File: config.mk
export PLATFORM = sky130hd
export DESIGN_NAME = drv_fault_latch
export DESIGN_NICKNAME = d
export VERILOG_FILES = /design/src/rtl/drv_fault_pkg.sv /design/src/rtl/fl_sync.sv /design/src/rtl/fl_blank_timer.sv /design/src/rtl/fl_latch.sv /design/src/rtl/drv_fault_latch.sv
export SDC_FILE = /design/constraint.sdc
export NUM_CORES = 1
export LEC_CHECK = 0
export ABC_AREA = 1
export BUFFER_PORTS_ARGS = -buffer_cell sky130_fd_sc_hd__buf_2
export CAP_MARGIN = 20
export CELL_PAD_IN_SITES_DETAIL_PLACEMENT = 0
export CELL_PAD_IN_SITES_GLOBAL_PLACEMENT = 1
export CORE_UTILIZATION = 29
export CTS_BUF_LIST = sky130_fd_sc_hd__clkbuf_8
export DETAILED_ROUTE_END_ITERATION = 12
export GPL_TIMING_DRIVEN = 0
export HOLD_SLACK_MARGIN = 0.15
export PLACE_DENSITY = 0.65
export SYNTH_ARGS = -nofsm -noshare
export SYNTH_HDL_FRONTEND = slang
export SYNTH_SLANG_ARGS = --single-unit
File: constraint.sdc
create_clock -name clk -period 1.5 [get_ports clk]
set_clock_uncertainty 0.2 [all_clocks]
set_input_delay 0.075 -clock clk [delete_from_list [all_inputs] [get_ports clk]]
set_output_delay 0.075 -clock clk [all_outputs]
set_load 0.01 [all_outputs]
File: src/rtl/drv_fault_pkg.sv
// Package: shared types for the fault latch.
// Assumes: exactly two fault causes, overcurrent and overheat.
package drv_fault_pkg;
    localparam int FL_NUM_CAUSES = 2;

    // One bit per fault cause, carried as a bundle through synchronizer and latch.
    typedef struct packed {
        logic oc;
        logic ot;
    } fl_cause_t;
endpackage

File: src/rtl/fl_sync.sv
// Module: fl_sync
// A multi-stage synchronizer chain, one chain per bit of a bus.
// Assumes: the bits are unrelated level flags, so per-bit skew is acceptable.
// The chain resets to 0 on the synchronous active-low reset.
module fl_sync #(
    parameter int WIDTH  = 2,
    parameter int STAGES = 2
) (
    input  logic             clk,
    input  logic             rst_n,
    input  logic [WIDTH-1:0] d_i,
    output logic [WIDTH-1:0] q_o
);
    logic [WIDTH-1:0] stage_q [STAGES];

    genvar s;
    generate
        for (s = 0; s < STAGES; s++) begin : g_stage
            if (s == 0) begin : g_first
                // First flop samples the asynchronous input.
                always_ff @(posedge clk) begin
                    if (!rst_n) stage_q[0] <= '0;
                    else        stage_q[0] <= d_i;
                end
            end else begin : g_next
                // Later flops let metastability settle.
                always_ff @(posedge clk) begin
                    if (!rst_n) stage_q[s] <= '0;
                    else        stage_q[s] <= stage_q[s-1];
                end
            end
        end
    endgenerate

    assign q_o = stage_q[STAGES-1];
endmodule

File: src/rtl/fl_blank_timer.sv
// Module: fl_blank_timer
// Produces the overcurrent blanking window, BLANK_CYC cycles long. The
// window begins with the cycle in which the strobe is high, and a new
// strobe restarts it at full length.
// Assumes: period_start is synchronous to clk and lasts one cycle.
// BLANK_CYC == 0 disables blanking entirely.
module fl_blank_timer #(
    parameter int BLANK_CYC = 275
) (
    input  logic clk,
    input  logic rst_n,
    input  logic period_start,
    output logic blank_o
);
    localparam int CNT_W = (BLANK_CYC > 2) ? $clog2(BLANK_CYC) : 1;

    generate
        if (BLANK_CYC == 0) begin : g_none
            assign blank_o = 1'b0;
        end else if (BLANK_CYC == 1) begin : g_strobe_only
            assign blank_o = period_start;
        end else begin : g_count
            logic [CNT_W-1:0] remain_q;

            // Down-counter of the blanked cycles that remain after the strobe cycle.
            always_ff @(posedge clk) begin
                if (!rst_n)
                    remain_q <= '0;
                else if (period_start)
                    remain_q <= CNT_W'(BLANK_CYC - 1);
                else if (remain_q != '0)
                    remain_q <= remain_q - 1'b1;
            end

            assign blank_o = period_start || (remain_q != '0);
        end
    endgenerate
endmodule

File: src/rtl/fl_latch.sv
// Module: fl_latch
// Sticky per-cause fault latches. Overcurrent is accepted only while the
// blanking window is closed; overheat is accepted at any time.
// Assumes: inputs are already synchronized to clk. Only reset clears.
module fl_latch
    import drv_fault_pkg::*;
(
    input  logic      clk,
    input  logic      rst_n,
    input  fl_cause_t cause_i,
    input  logic      blank_i,
    output fl_cause_t latched_o
);
    fl_cause_t lat_q;
    logic      oc_accept;

    // Qualify overcurrent against the blanking window.
    always_comb oc_accept = cause_i.oc && !blank_i;

    // Set-only latches; a reset edge is the only way back to clear.
    always_ff @(posedge clk) begin
        if (!rst_n) begin
            lat_q <= '0;
        end else begin
            lat_q.oc <= lat_q.oc || oc_accept;
            lat_q.ot <= lat_q.ot || cause_i.ot;
        end
    end

    assign latched_o = lat_q;
endmodule

File: src/rtl/drv_fault_latch.sv
// Module: drv_fault_latch (top)
// Fault guard for a stepper power stage: synchronizes the raw overcurrent
// and overheat flags, blanks overcurrent at the start of each chopper
// period, latches any accepted fault, masks every phase-drive enable and
// enables the open-drain fault pull-down.
// Assumes: period_start, phase_req and rst_n are synchronous to clk;
// oc_raw and ot_raw may be asynchronous.
module drv_fault_latch
    import drv_fault_pkg::*;
#(
    parameter int NPHASE      = 4,
    parameter int BLANK_CYC   = 275,
    parameter int SYNC_STAGES = 2
) (
    input  logic              clk,
    input  logic              rst_n,
    input  logic              period_start,
    input  logic              oc_raw,
    input  logic              ot_raw,
    input  logic [NPHASE-1:0] phase_req,
    output logic [NPHASE-1:0] phase_drv,
    output logic              gate_off,
    output logic              fault_oe,
    output logic              fault_dout
);
    fl_cause_t raw_w;
    fl_cause_t sync_w;
    fl_cause_t lat_w;
    logic      blank_w;
    logic      oc_sync;
    logic      ot_sync;
    logic      any_fault;

    // Bundle the raw flags for the synchronizer.
    always_comb begin
        raw_w.oc = oc_raw;
        raw_w.ot = ot_raw;
    end

    fl_sync #(
        .WIDTH  (FL_NUM_CAUSES),
        .STAGES (SYNC_STAGES)
    ) u_sync (
        .clk   (clk),
        .rst_n (rst_n),
        .d_i   (raw_w),
        .q_o   (sync_w)
    );

    assign oc_sync = sync_w.oc;
    assign ot_sync = sync_w.ot;

    fl_blank_timer #(
        .BLANK_CYC (BLANK_CYC)
    ) u_blank (
        .clk          (clk),
        .rst_n        (rst_n),
        .period_start (period_start),
        .blank_o      (blank_w)
    );

    fl_latch u_latch (
        .clk       (clk),
        .rst_n     (rst_n),
        .cause_i   (sync_w),
        .blank_i   (blank_w),
        .latched_o (lat_w)
    );

    // Any latched cause shuts the stage down.
    always_comb any_fault = lat_w.oc || lat_w.ot;

    genvar p;
    generate
        for (p = 0; p < NPHASE; p++) begin : g_phase
            // Per-phase gate: request passes only while no fault is held.
            assign phase_drv[p] = phase_req[p] && !any_fault;
        end
    endgenerate

    assign gate_off   = any_fault;
    assign fault_oe   = any_fault;
    assign fault_dout = 1'b0;
endmodule

==> results of run 1 <==
==> layout make-up <==
cell class                      count  area [µm²]
Buffer                              3        18.8
Clock buffer                        3        41.3
Clock inverter                      1        5.00
Fill cell                         257        1450
Inverter                           21        81.3
Multi-Input combinational cell     69         378
Sequential cell                    15         305
Tap cell                           30        37.5
Timing Repair Buffer               24         165
==> layout by cell type, fill, tap and decap left out, drive strengths merged <==
| cell type | n |
|---|---|
| buf | 19 |
| nand3 | 8 |
| inv | 21 |
| dlygate4sd3 | 7 |
| o21ai | 3 |
| clkinv | 1 |
| nor2 | 18 |
| ha | 2 |
| a21oi | 6 |
| nand4 | 3 |
| dfxtp | 15 |
| nand2 | 25 |
| or2 | 1 |
| clkbuf | 4 |
| xor2 | 2 |
| conb | 1 |
==> final timing paths <==
path                                                               start                         endpoint  slack (ps)
worst max-delay path            u_blank.g_count.remain_q[1]$_SDFFE_PN0P_  u_latch.latched_o[1]$_SDFF_PN0_          40
worst min-delay path                     u_sync.stage_q[0][0]$_SDFF_PN0_  u_sync.stage_q[1][0]$_SDFF_PN0_         220
worst max register to register  u_blank.g_count.remain_q[1]$_SDFFE_PN0P_  u_latch.latched_o[1]$_SDFF_PN0_          40
worst min register to register           u_sync.stage_q[0][0]$_SDFF_PN0_  u_sync.stage_q[1][0]$_SDFF_PN0_         220
==> critical path, cell delays in order, from the launching register on <==
cell and delay (ps):
dfxtp_2 330, inv_1 80, ha_2 180, nand2_2 70
nor2_4 150, nand2_4 100, buf_4 140, o21ai_0 120
==> flip-flops by register name, indices dropped and copies added, names as in the netlist <==
signal and cells:
u_blank.g_count.remain_q 9, u_latch.latched_o 2, u_sync.stage_q 4
==> layer usage <==
metal / track usage / up-vias
li1: - / 379
met1: 0.151 / 307
met2: 0.206 / 9
met3: 0.0345 / 3
met4: 0.0526 / 0
met5: 0 / -
==> metrics by stage <==
stage	setup TNS, ps	power [mW]	util
detailed placement	-102	0.759	0.349
global route	-60.5	1.22	0.417
CTS	0	1.11	0.395
finish	0	1.14	0.417
global placement	-102	0.762	0.349
floorplan	0	0.695	-
==> where the power goes <==
part	switching [mW]	internal, mW	total (mW)
clock	0.154	0.184	0.339
combinational	0.200	0.148	0.348
sequential	0.0253	0.432	0.457
total	0.380	0.764	1.14
==> kinds of logic after synthesis <==
logic type | after synthesis | share of synthesized area
xor gates and xnor gates | 2 | 0.0230
other | 1 | 0.00492
DFF | 15 | 0.394
adders and majority gates | 2 | 0.0328
AOI/OAI and AO/OA | 9 | 0.0591
and+or+nand+nor | 55 | 0.353
buffers and inverters | 25 | 0.133
==> what timing repair did <==
action,CTS,global route
pin swaps,1,2
endpoints found under the hold margin,15,0
hold buffers,7,0
setup buffers,0,4
gates resized for setup,2,9
setup endpoints to repair,7,4
==> metrics.md, run 1 <==
| Metric | Value |
|---|---|
| Initial core utilization | `0.308` |
| DP HPWL | `between 1000 and 1500 µm` |
| Post-synth EDFFs | `0` |
| Global Route Usage Sum | `0.126` |
| R2R depth | `7` |
| Most common cell in the synthesized netlist | `nand2_1` |
| Cts bufs inserted | `3` |
| Clk_lat worst skew | `approximately 250 ps` |
| Port buffer count | `13` |
| RD Place Congestion | `roughly 0.76` |
| Dominant synthesized flop cell | `dfxtp_1` |
| Bufs on Longest Clock Path | `2` |
| Synth Register Bits | `15` |
| Maxcap violations | `0` |
| Site Rows | `18` |
| DR vias/cell | `roughly 4.2` |
| Largest net degree at the start of global routing | `10` |
| Fin area | `approximately 1000 µm²` |
| Fin crit period | `approximately 1500 ps` |
| Worst slack, placed | `-47.5 ps` |
| Tcrit/Tclk final | `0.970` |
| Drt pass-1 iters | `3` |
| 1st-iter DRT viols | `3` |
| Hold depth | `2` |
| Final instance count without filler cells | `roughly 170` |
| H-tree depth | `1` |
| WL/cell | `roughly 9.1 µm` |
| Area Overhead vs Synth | `35.5%` |
| First-pass GRT wire length | `2530 µm` |
| Cells after synthesis | `109` |
| Chip height | `53.3 µm` |
| WS Path Type | `flop to flop` |
| Die area | `2840 µm²` |
| GR Overflow Total | `0` |
| CTS root buffer | `clkbuf_8` |
| Yosys top cell area share | `0.394` |
| Hold_ws | `~220 ps` |
| Max-slew violation count | `0` |
| Worst vdd ir | `between 600 and 700 µV` |
| WP data arrival | `around 1400 ps` |
| Top cells by count, synth | `nand2_1 (22), inv_1 (19), dfxtp_1 (15)` |
| Post-synthesis cell type count | `20` |
| Cell Area, Synth | `approximately 760 µm²` |
| DRC Markers | `0` |
| Final hold viol count | `0` |
| Final nets | `148` |
| Core area | `~2500 µm²` |
| Die W | `about 53 µm` |
| Critical path launch point type | `flop` |
| Initial antenna violation count | `0` |
| Leakage | `approximately 0.54 nW` |
| Wire length on met2 | `between 700 and 800 µm` |
| Synthesis Warnings | `0` |
| Reg clk slew, reported paths | `around 70 ps` |
| Layout cells sized above 1 | `0.309` |
| Largest cells by area after synthesis | `dfxtp_1 (39%), nand2_1 (11%), inv_1 (9.4%)` |
| Seq/Total Area, Yosys | `0.394` |
| RSZ-0062 raised after global routing | `yes` |
| Syn avg cell area | `~7.0 µm²` |
| Post-synth ARST share | `0` |
| TritonCTS clock tree | `done` |
| Post-Route WL | `1510 µm` |
| Area leader, netlist | `dfxtp_1` |
| Ports | `16` |
| N_diodes | `0` |
| Power per cell area | `1110 nW/µm²` |
| Area after DPL | `between 800 and 900 µm²` |
| Worst min-delay path category | `flop to flop` |
| Vias in the first global route | `~610` |
| Final setup viols | `0` |
| DRT met1 WL | `718 µm` |
| Routed wire length on met3 | `approximately 35 µm` |
| Vias | `around 700` |
| Final WS setup | `around 44 ps` |
| Final antenna-violating net count | `0` |
| Crit end category | `flop` |
| Dpl cells | `between 150 and 200` |
| Syn nets | `120` |
| Outcome | `finished clean` |
| Crit Path Max Fanout | `7` |
| CTS sink cnt | `15` |
| WP data required | `1480 ps` |
| Max layer used | `met4` |
| Fmax | `between 600 and 700 MHz` |
No activity file was read; power rests on OpenSTA's default activity.
==> run 2: changes to the inputs <==
--- a/config.mk
+++ b/config.mk
@@ -18,4 +18,5 @@
 export PLACE_DENSITY = 0.65
 export SYNTH_ARGS = -nofsm -noshare
 export SYNTH_HDL_FRONTEND = slang
+export SYNTH_HIERARCHICAL = 1
 export SYNTH_SLANG_ARGS = --single-unit
==> constraint.sdc (replaced) <==
create_clock -name clk -period 1.5 [get_ports clk]
set_clock_uncertainty 0.2 [all_clocks]
set_input_delay 0.075 -clock clk [delete_from_list [all_inputs] [get_ports clk]]
set_output_delay 0.075 -clock clk [all_outputs]
set_load 0.005 [all_outputs]
==> metrics.md, run 2 <==
| Metric | Value |
|---|---|
| Max FFs per register | `9 (unchanged)` |
| Power per cell area | `1080 nW/µm² (-2.5%)` |
| RD Place Congestion | `0.748 (-2.0%)` |
| Vias | `655 (-6.2%)` |
| Maxcap violations | `0 (unchanged)` |
| Commonest non-fill, non-tap cells in the layout | `nand2_1 (23), inv_1 (21), nor2_1 (16), dfxtp_1 (15), buf_2 (14)` |
| CTS root buffer | `clkbuf_8` |
| Post-synthesis cell type count | `20 (unchanged)` |
| DP HPWL | `1030 µm (-3.4%)` |
| Site Rows | `18 (unchanged)` |
| 1st-iter DRT viols | `5 (+2)` |
| Bufs on Longest Clock Path | `2 (unchanged)` |
| Die area | `2830 µm² (-0.32%)` |
| Yosys top cell area share | `0.395 (+0.00130)` |
| Core area | `2480 µm² (unchanged)` |
| Synthesis Warnings | `6 (+6)` |
| Port buffer count | `14 (+1)` |
| Post-synth EDFFs | `0 (unchanged)` |
| DRC Markers | `0 (unchanged)` |
| Most common cell in the synthesized netlist | `nand2_1` |
| Dominant synthesized flop cell | `dfxtp_1` |
| Reg clk slew, reported paths | `60 ps (about the same)` |
| Crit Path Max Fanout | `7 (unchanged)` |
| Tcrit/Tclk final | `0.969 (-0.00118)` |
| Seq/Total Area, Yosys | `0.395 (+0.00130)` |
| Fin crit period | `1450 ps (-1.77 ps)` |
| Initial antenna violation count | `0 (unchanged)` |
| Final WS setup | `46.1 ps (+1.77 ps)` |
| Initial core utilization | `0.307 (-0.00101)` |
| H-tree depth | `1 (unchanged)` |
| Area after DPL | `867 µm² (+0.29%)` |
| Syn avg cell area | `6.97 µm² (-0.33%)` |
| Cell Area, Synth | `759 µm² (-0.33%)` |
| Hold_ws | `207 ps (-10.1 ps)` |
| Vias in the first global route | `570 (-6.9%)` |
| Fmax | `688 MHz (+0.12%)` |
| Final hold viol count | `0 (unchanged)` |
| Global Route Usage Sum | `0.110 (-0.0157)` |
| Final nets | `147 (-0.68%)` |
| Worst min-delay path category | `flop to flop` |
| Cts bufs inserted | `3 (unchanged)` |
| First-pass GRT wire length | `2270 µm (-10%)` |
| Clk_lat worst skew | `240 ps (about the same)` |
| Area leader, netlist | `dfxtp_1` |
| Synth Register Bits | `15 (unchanged)` |
| Leakage | `0.527 nW (-1.7%)` |
| Crit end category | `flop` |
| RSZ-0062 raised after global routing | `no` |
| Cells after synthesis | `109 (unchanged)` |
| Area Overhead vs Synth | `32.6%` |
| Largest net degree at the start of global routing | `9 (-1)` |
| Register bank with the most flops | `u_blank/g_count.remain_q` |
| Setup_tns | `0 ps (unchanged)` |
| DR vias/cell | `3.95 (-6.2%)` |
| Worst slack, placed | `-108 ps (-60.9 ps)` |
| Ports | `16 (unchanged)` |
| Final setup viols | `0 (unchanged)` |
| N_diodes | `0 (unchanged)` |
| Outcome | `finished clean` |
| WP data arrival | `1400 ps (-40 ps)` |
| Fin area | `1010 µm² (-2.4%)` |
| Final antenna-violating net count | `0 (unchanged)` |
| Critical path launch point type | `primary input` |
| Drt pass-1 iters | `4 (+1)` |
| TritonCTS clock tree | `done` |
| Syn nets | `119 (-0.83%)` |
| WP data required | `1440 ps (-40 ps)` |
| Worst vdd ir | `717 µV (+14%)` |
| Max-slew violation count | `0 (unchanged)` |
| CTS sink cnt | `15 (unchanged)` |
| Die W | `53.2 µm (-0.16%)` |
| Commonest non-fill, non-tap cell in the layout | `nand2_1` |
| Post-synth ARST share | `0 (unchanged)` |
| Post-Route WL | `1400 µm (-7.3%)` |
| Top cells by count, synth | `nand2_1 (23), inv_1 (21), nor2_1 (16)` |
| Layout cells sized above 1 | `0.294 (-0.0147)` |
| Largest cells by area after synthesis | `dfxtp_1 (40%), nand2_1 (11%), inv_1 (10%)` |
| Chip height | `53.2 µm (-0.16%)` |
| GR Overflow Total | `0 (unchanged)` |
| WL/cell | `8.45 µm (-7.3%)` |
| WS Path Type | `primary input to flop` |
## run 2: cell count changes in the layout (fill, tap and decap cells not counted), sizes merged, moves of 2 or more
cell | previous run | this run
a21oi | 6 | 3
inv | 21 | 25
nand2 | 25 | 27
nand3 | 8 | 4
nor2 | 18 | 24
xnor2 | 0 | 2
xor2 | 2 | 0
## run 2: per-layer routing
layer	vias up	GRT usage	wire length, µm
li1	370	-	-
met1	281	0.138	721
met2	4	0.181	658
met3	0	0.0259	23
met4	0	0.0395	0
met5	-	0	0
## run 2: layout make-up
type / count / area (µm²)
multi-input cells: 68 / 367
well taps: 30 / 37.5
inverters: 24 / 90.1
clock inverters: 1 / 3.75
repair buffers: 23 / 153
flip-flops and latches: 15 / 300
fillers: 288 / 1470
clock buffers: 3 / 41.3
plain buffers: 2 / 15.0
## run 2: path summary, 6_finish.rpt
| check | from | to | slack (ps) | depth (start not counted) |
|---|---|---|---|---|
| min | u_sync/stage_q[0][0]$_SDFF_PN0_ | u_sync/stage_q[1][0]$_SDFF_PN0_ | 210 | 2 |
| max | rst_n | u_sync/stage_q[0][0]$_SDFF_PN0_ | 50 | 5 |
| min reg2reg | u_sync/stage_q[0][0]$_SDFF_PN0_ | u_sync/stage_q[1][0]$_SDFF_PN0_ | 210 | 2 |
| max reg2reg | u_blank/g_count.remain_q[1]$_SDFFE_PN0P_ | u_latch/latched_o[1]$_SDFF_PN0_ | 100 | 8 |
## run 2: through the flow
| step | util | power, mW | cells |
|---|---|---|---|
| 2_1_floorplan | - | 0.683 | 109 |
| 3_3_place_gp | 0.350 | 0.742 | 153 |
| 3_5_place_dp | 0.350 | 0.746 | 153 |
| 4_1_cts | 0.397 | 1.10 | 163 |
| 5_1_grt | 0.407 | 1.17 | 166 |
| 6_report | 0.407 | 1.09 | 166 |
## run 2: kinds of logic (layout without fill, tap and decap cells)
kind of cell,after synthesis,in the layout,synth area share
buffers and inverters,26,53,0.138
adders and majority gates,1,1,0.0165
and+or+nand+nor,59,59,0.384
xor gates and xnor gates,2,2,0.0231
AOI/OAI and AO/OA,5,5,0.0379
DFF,15,15,0.395
other,1,1,0.00494
## run 2: repair_timing
action / 4_1_cts / 5_1_grt
setup endpoints to repair: 9 / 1
hold buffers: 6 / 0
resized for setup: 3 / 0
setup buffers: 0 / 3
hold endpoints to repair: 15 / 0
## run 2: power by group
part | switching [mW] | internal, mW | leakage [nW]
clock | 0.137 | 0.181 | 0.0269
combinational | 0.172 | 0.141 | 0.377
sequential | 0.0263 | 0.431 | 0.124
## run 2: critical path, stage by stage
cell           delay (ps)
dlygate4sd3_1         530
buf_2                 160
nand2_1                60
dlygate4sd3_1         540
inv_1                  30
==> run 3: changes to the inputs <==
--- a/config.mk
+++ b/config.mk
@@ -15,7 +15,7 @@
 export DETAILED_ROUTE_END_ITERATION = 12
 export GPL_TIMING_DRIVEN = 0
 export HOLD_SLACK_MARGIN = 0.15
-export PLACE_DENSITY = 0.65
+export PLACE_DENSITY = 0.63
 export SYNTH_ARGS = -nofsm -noshare
 export SYNTH_HDL_FRONTEND = slang
 export SYNTH_HIERARCHICAL = 1
==> constraint.sdc (replaced) <==
create_clock -name clk -period 1.35 [get_ports clk]
set_clock_uncertainty 0.2 [all_clocks]
set_input_delay 0.0675 -clock clk [delete_from_list [all_inputs] [get_ports clk]]
set_output_delay 0.0675 -clock clk [all_outputs]
set_load 0.005 [all_outputs]
==> metrics.md, run 3 (same netlist as run 2, synthesis figures left out) <==
| Metric | Value |
|---|---|
| Critical path, cell by cell | `nor2_2 -> nand2_2 -> nor2_4 -> nand3_2 -> inv_1 -> nand2_1 -> a21oi_2` |
| Fmax | `roughly 750 MHz` |
| N_diodes | `0 (unchanged)` |
| Cts bufs inserted | `3 (unchanged)` |
| Layout cells sized above 1 | `0.398 (+0.104)` |
| Dpl cells | `153 (unchanged)` |
| Crit end category | `flop` |
| Global Route Usage Sum | `0.122 (+0.0121)` |
| Drt pass-1 iters | `4 (unchanged)` |
| RSZ-0062 raised after global routing | `yes` |
| CTS root buffer | `clkbuf_8` |
| Post-Route WL | `1460 µm (+4.2%)` |
| Crit Path Max Fanout | `4 (-3)` |
| Hold EP | `u_sync/stage_q[1][0]$_SDFF_PN0_` |
| Area after DPL | `880 µm² (+1.4%)` |
| Maxcap violations | `0 (unchanged)` |
| Port buffer count | `14 (unchanged)` |
| Reg clk slew, reported paths | `60 ps (about the same)` |
| Power per cell area | `1240 nW/µm² (+15%)` |
| TritonCTS clock tree | `done` |
| DP HPWL | `1050 µm (+1.5%)` |
| Outcome | `finished clean` |
| Largest net degree at the start of global routing | `10 (+1)` |
| CTS sink cnt | `15 (unchanged)` |
| Register bank with the most flops | `u_blank/g_count.remain_q` |
| Final nets | `144 (-2.0%)` |
| Area Overhead vs Synth | `32.8%` |
| Ports | `16 (unchanged)` |
| Die area | `2830 µm² (unchanged)` |
| 1st-iter DRT viols | `16 (+11)` |
| Chip height | `53.2 µm (unchanged)` |
| WP data required | `1340 ps (-100 ps)` |
| FF-to-FF End | `u_latch/latched_o[1]$_SDFF_PN0_` |
| R2R depth | `7 (-1)` |
| Initial core utilization | `0.307 (unchanged)` |
| Slowest cell on the critical path | `dfxtp_1` |
| Critical path launch point type | `flop` |
| FF-to-FF Start | `u_blank/g_count.remain_q[5]$_SDFFE_PP0P_` |
| Core area | `2480 µm² (unchanged)` |
| Worst vdd ir | `664 µV (-7.5%)` |
| Final instance count without filler cells | `163 (-1.8%)` |
| Bufs on Longest Clock Path | `2 (unchanged)` |
| Max-slew violation count | `0 (unchanged)` |
| WS Path Type | `flop to flop` |
| Initial antenna violation count | `0 (unchanged)` |
| Final hold viol count | `0 (unchanged)` |
| Max FFs per register | `9 (unchanged)` |
| Die W | `53.2 µm (unchanged)` |
| HP Start | `u_sync/stage_q[0][0]$_SDFF_PN0_` |
| Hold depth | `2 (unchanged)` |
| Worst min-delay path category | `flop to flop` |
| Fin area | `1010 µm² (+0.12%)` |
| RD Place Congestion | `0.714 (-4.5%)` |
| Tcrit/Tclk final | `0.991` |
| Final antenna-violating net count | `0 (unchanged)` |
| DRC Markers | `0 (unchanged)` |
| Clk_lat worst skew | `250 ps (about the same)` |
| Vias in the first global route | `591 (+3.7%)` |
| Final setup viols | `0 (unchanged)` |
| GR Overflow Total | `0 (unchanged)` |
| Worst R2R Setup Slack | `10 ps (-90 ps)` |
| Vias | `695 (+6.1%)` |
| H-tree depth | `1 (unchanged)` |
| Site Rows | `18 (unchanged)` |
| DR vias/cell | `4.26 (+8.1%)` |
| Crit-path max cell delay | `340 ps (-200 ps)` |
| First-pass GRT wire length | `2400 µm (+5.8%)` |
| Fin crit period | `between 1000 and 1500 ps` |
| Leakage | `0.517 nW (-1.9%)` |
| Commonest non-fill, non-tap cells in the layout | `inv_1 (18), nand2_1 (18), buf_2 (14), nor2_1 (13), dfxtp_1 (13)` |
| WP data arrival | `1330 ps (-70 ps)` |
| WL/cell | `8.97 µm (+6.1%)` |
[run 3: cell count changes in the layout (fill, tap and decap cells not counted), sizes merged]
cell	change
inv	-1
dlygate4sd3	-2
buf	-1
clkinv	+1
[run 3: timing repair]
item	4_1_cts	5_1_grt
endpoints found under the hold margin	15	0
endpoints found under the setup margin	9	9
gates cloned	0	0
resized for setup	3	10
buffers inserted	2	0
hold buffers	4	0
pin swaps	2	8
[run 3: cell type report]
type | count | area [µm²]
Buffer | 2 | 15.0
Clock buffer | 3 | 41.3
Clock inverter | 1 | 5.00
Fill cell | 275 | 1470
Inverter | 24 | 90.1
Multi-Input combinational cell | 68 | 392
Sequential cell | 15 | 303
Tap cell | 30 | 37.5
Timing Repair Buffer | 20 | 125
[run 3: through the flow]
stage / worst slack, ps / utilization / power [mW] / hold WS [ps] / setup TNS [ps]
2_1_floorplan: 42.1 / - / 0.770 / -39.0 / 0
3_5_place_dp: -75.3 / 0.355 / 0.842 / 56.8 / -187
3_3_place_gp: -56.8 / 0.355 / 0.838 / 55.3 / -113
4_1_cts: 5.09 / 0.399 / 1.24 / 213 / 0
6_report: 12.3 / 0.407 / 1.25 / 209 / 0
5_1_grt: -60.1 / 0.407 / 1.35 / 223 / -276
[run 3: worst max-delay path: cells and delay by family, from the launching register on]
kind                   cells  cell delay, ps
AND/OR/NAND/NOR            5             550
flip-flops                 1             340
AO/OA/AOI/OAI              1             100
buffers and inverters      1              60
[run 3: where the power goes]
part	leakage (nW)	switching, mW	internal (mW)	total [mW]
registers	0.124	0.0331	0.481	0.514
logic	0.368	0.208	0.165	0.373
clock network	0.0255	0.157	0.204	0.361
[run 3: per-layer routing]
metal | up-vias | share of wire | GRT usage
met5 | - | 0 | 0
met4 | 0 | 0.023 | 0.0789
met3 | 5 | 0.038 | 0.0259
met2 | 15 | 0.48 | 0.192
met1 | 310 | 0.46 | 0.149
li1 | 365 | - | -
[run 3: worst max-delay path by stage]
stage,startpoint,end
final,u_blank/g_count.remain_q[5]$_SDFFE_PP0P_,u_latch/latched_o[1]$_SDFF_PN0_
after global routing,u_blank/g_count.remain_q[1]$_SDFFE_PN0P_,u_blank/g_count.remain_q[1]$_SDFFE_PN0P_
after CTS,u_blank/g_count.remain_q[4]$_SDFFE_PN0P_,u_latch/latched_o[1]$_SDFF_PN0_
after detailed placement,u_blank/g_count.remain_q[0]$_SDFFE_PP0P_,u_latch/latched_o[1]$_SDFF_PN0_
after global placement,u_blank/g_count.remain_q[0]$_SDFFE_PP0P_,u_latch/latched_o[1]$_SDFF_PN0_
after floorplan,u_blank/g_count.remain_q[0]$_SDFFE_PP0P_,u_latch/latched_o[1]$_SDFF_PN0_
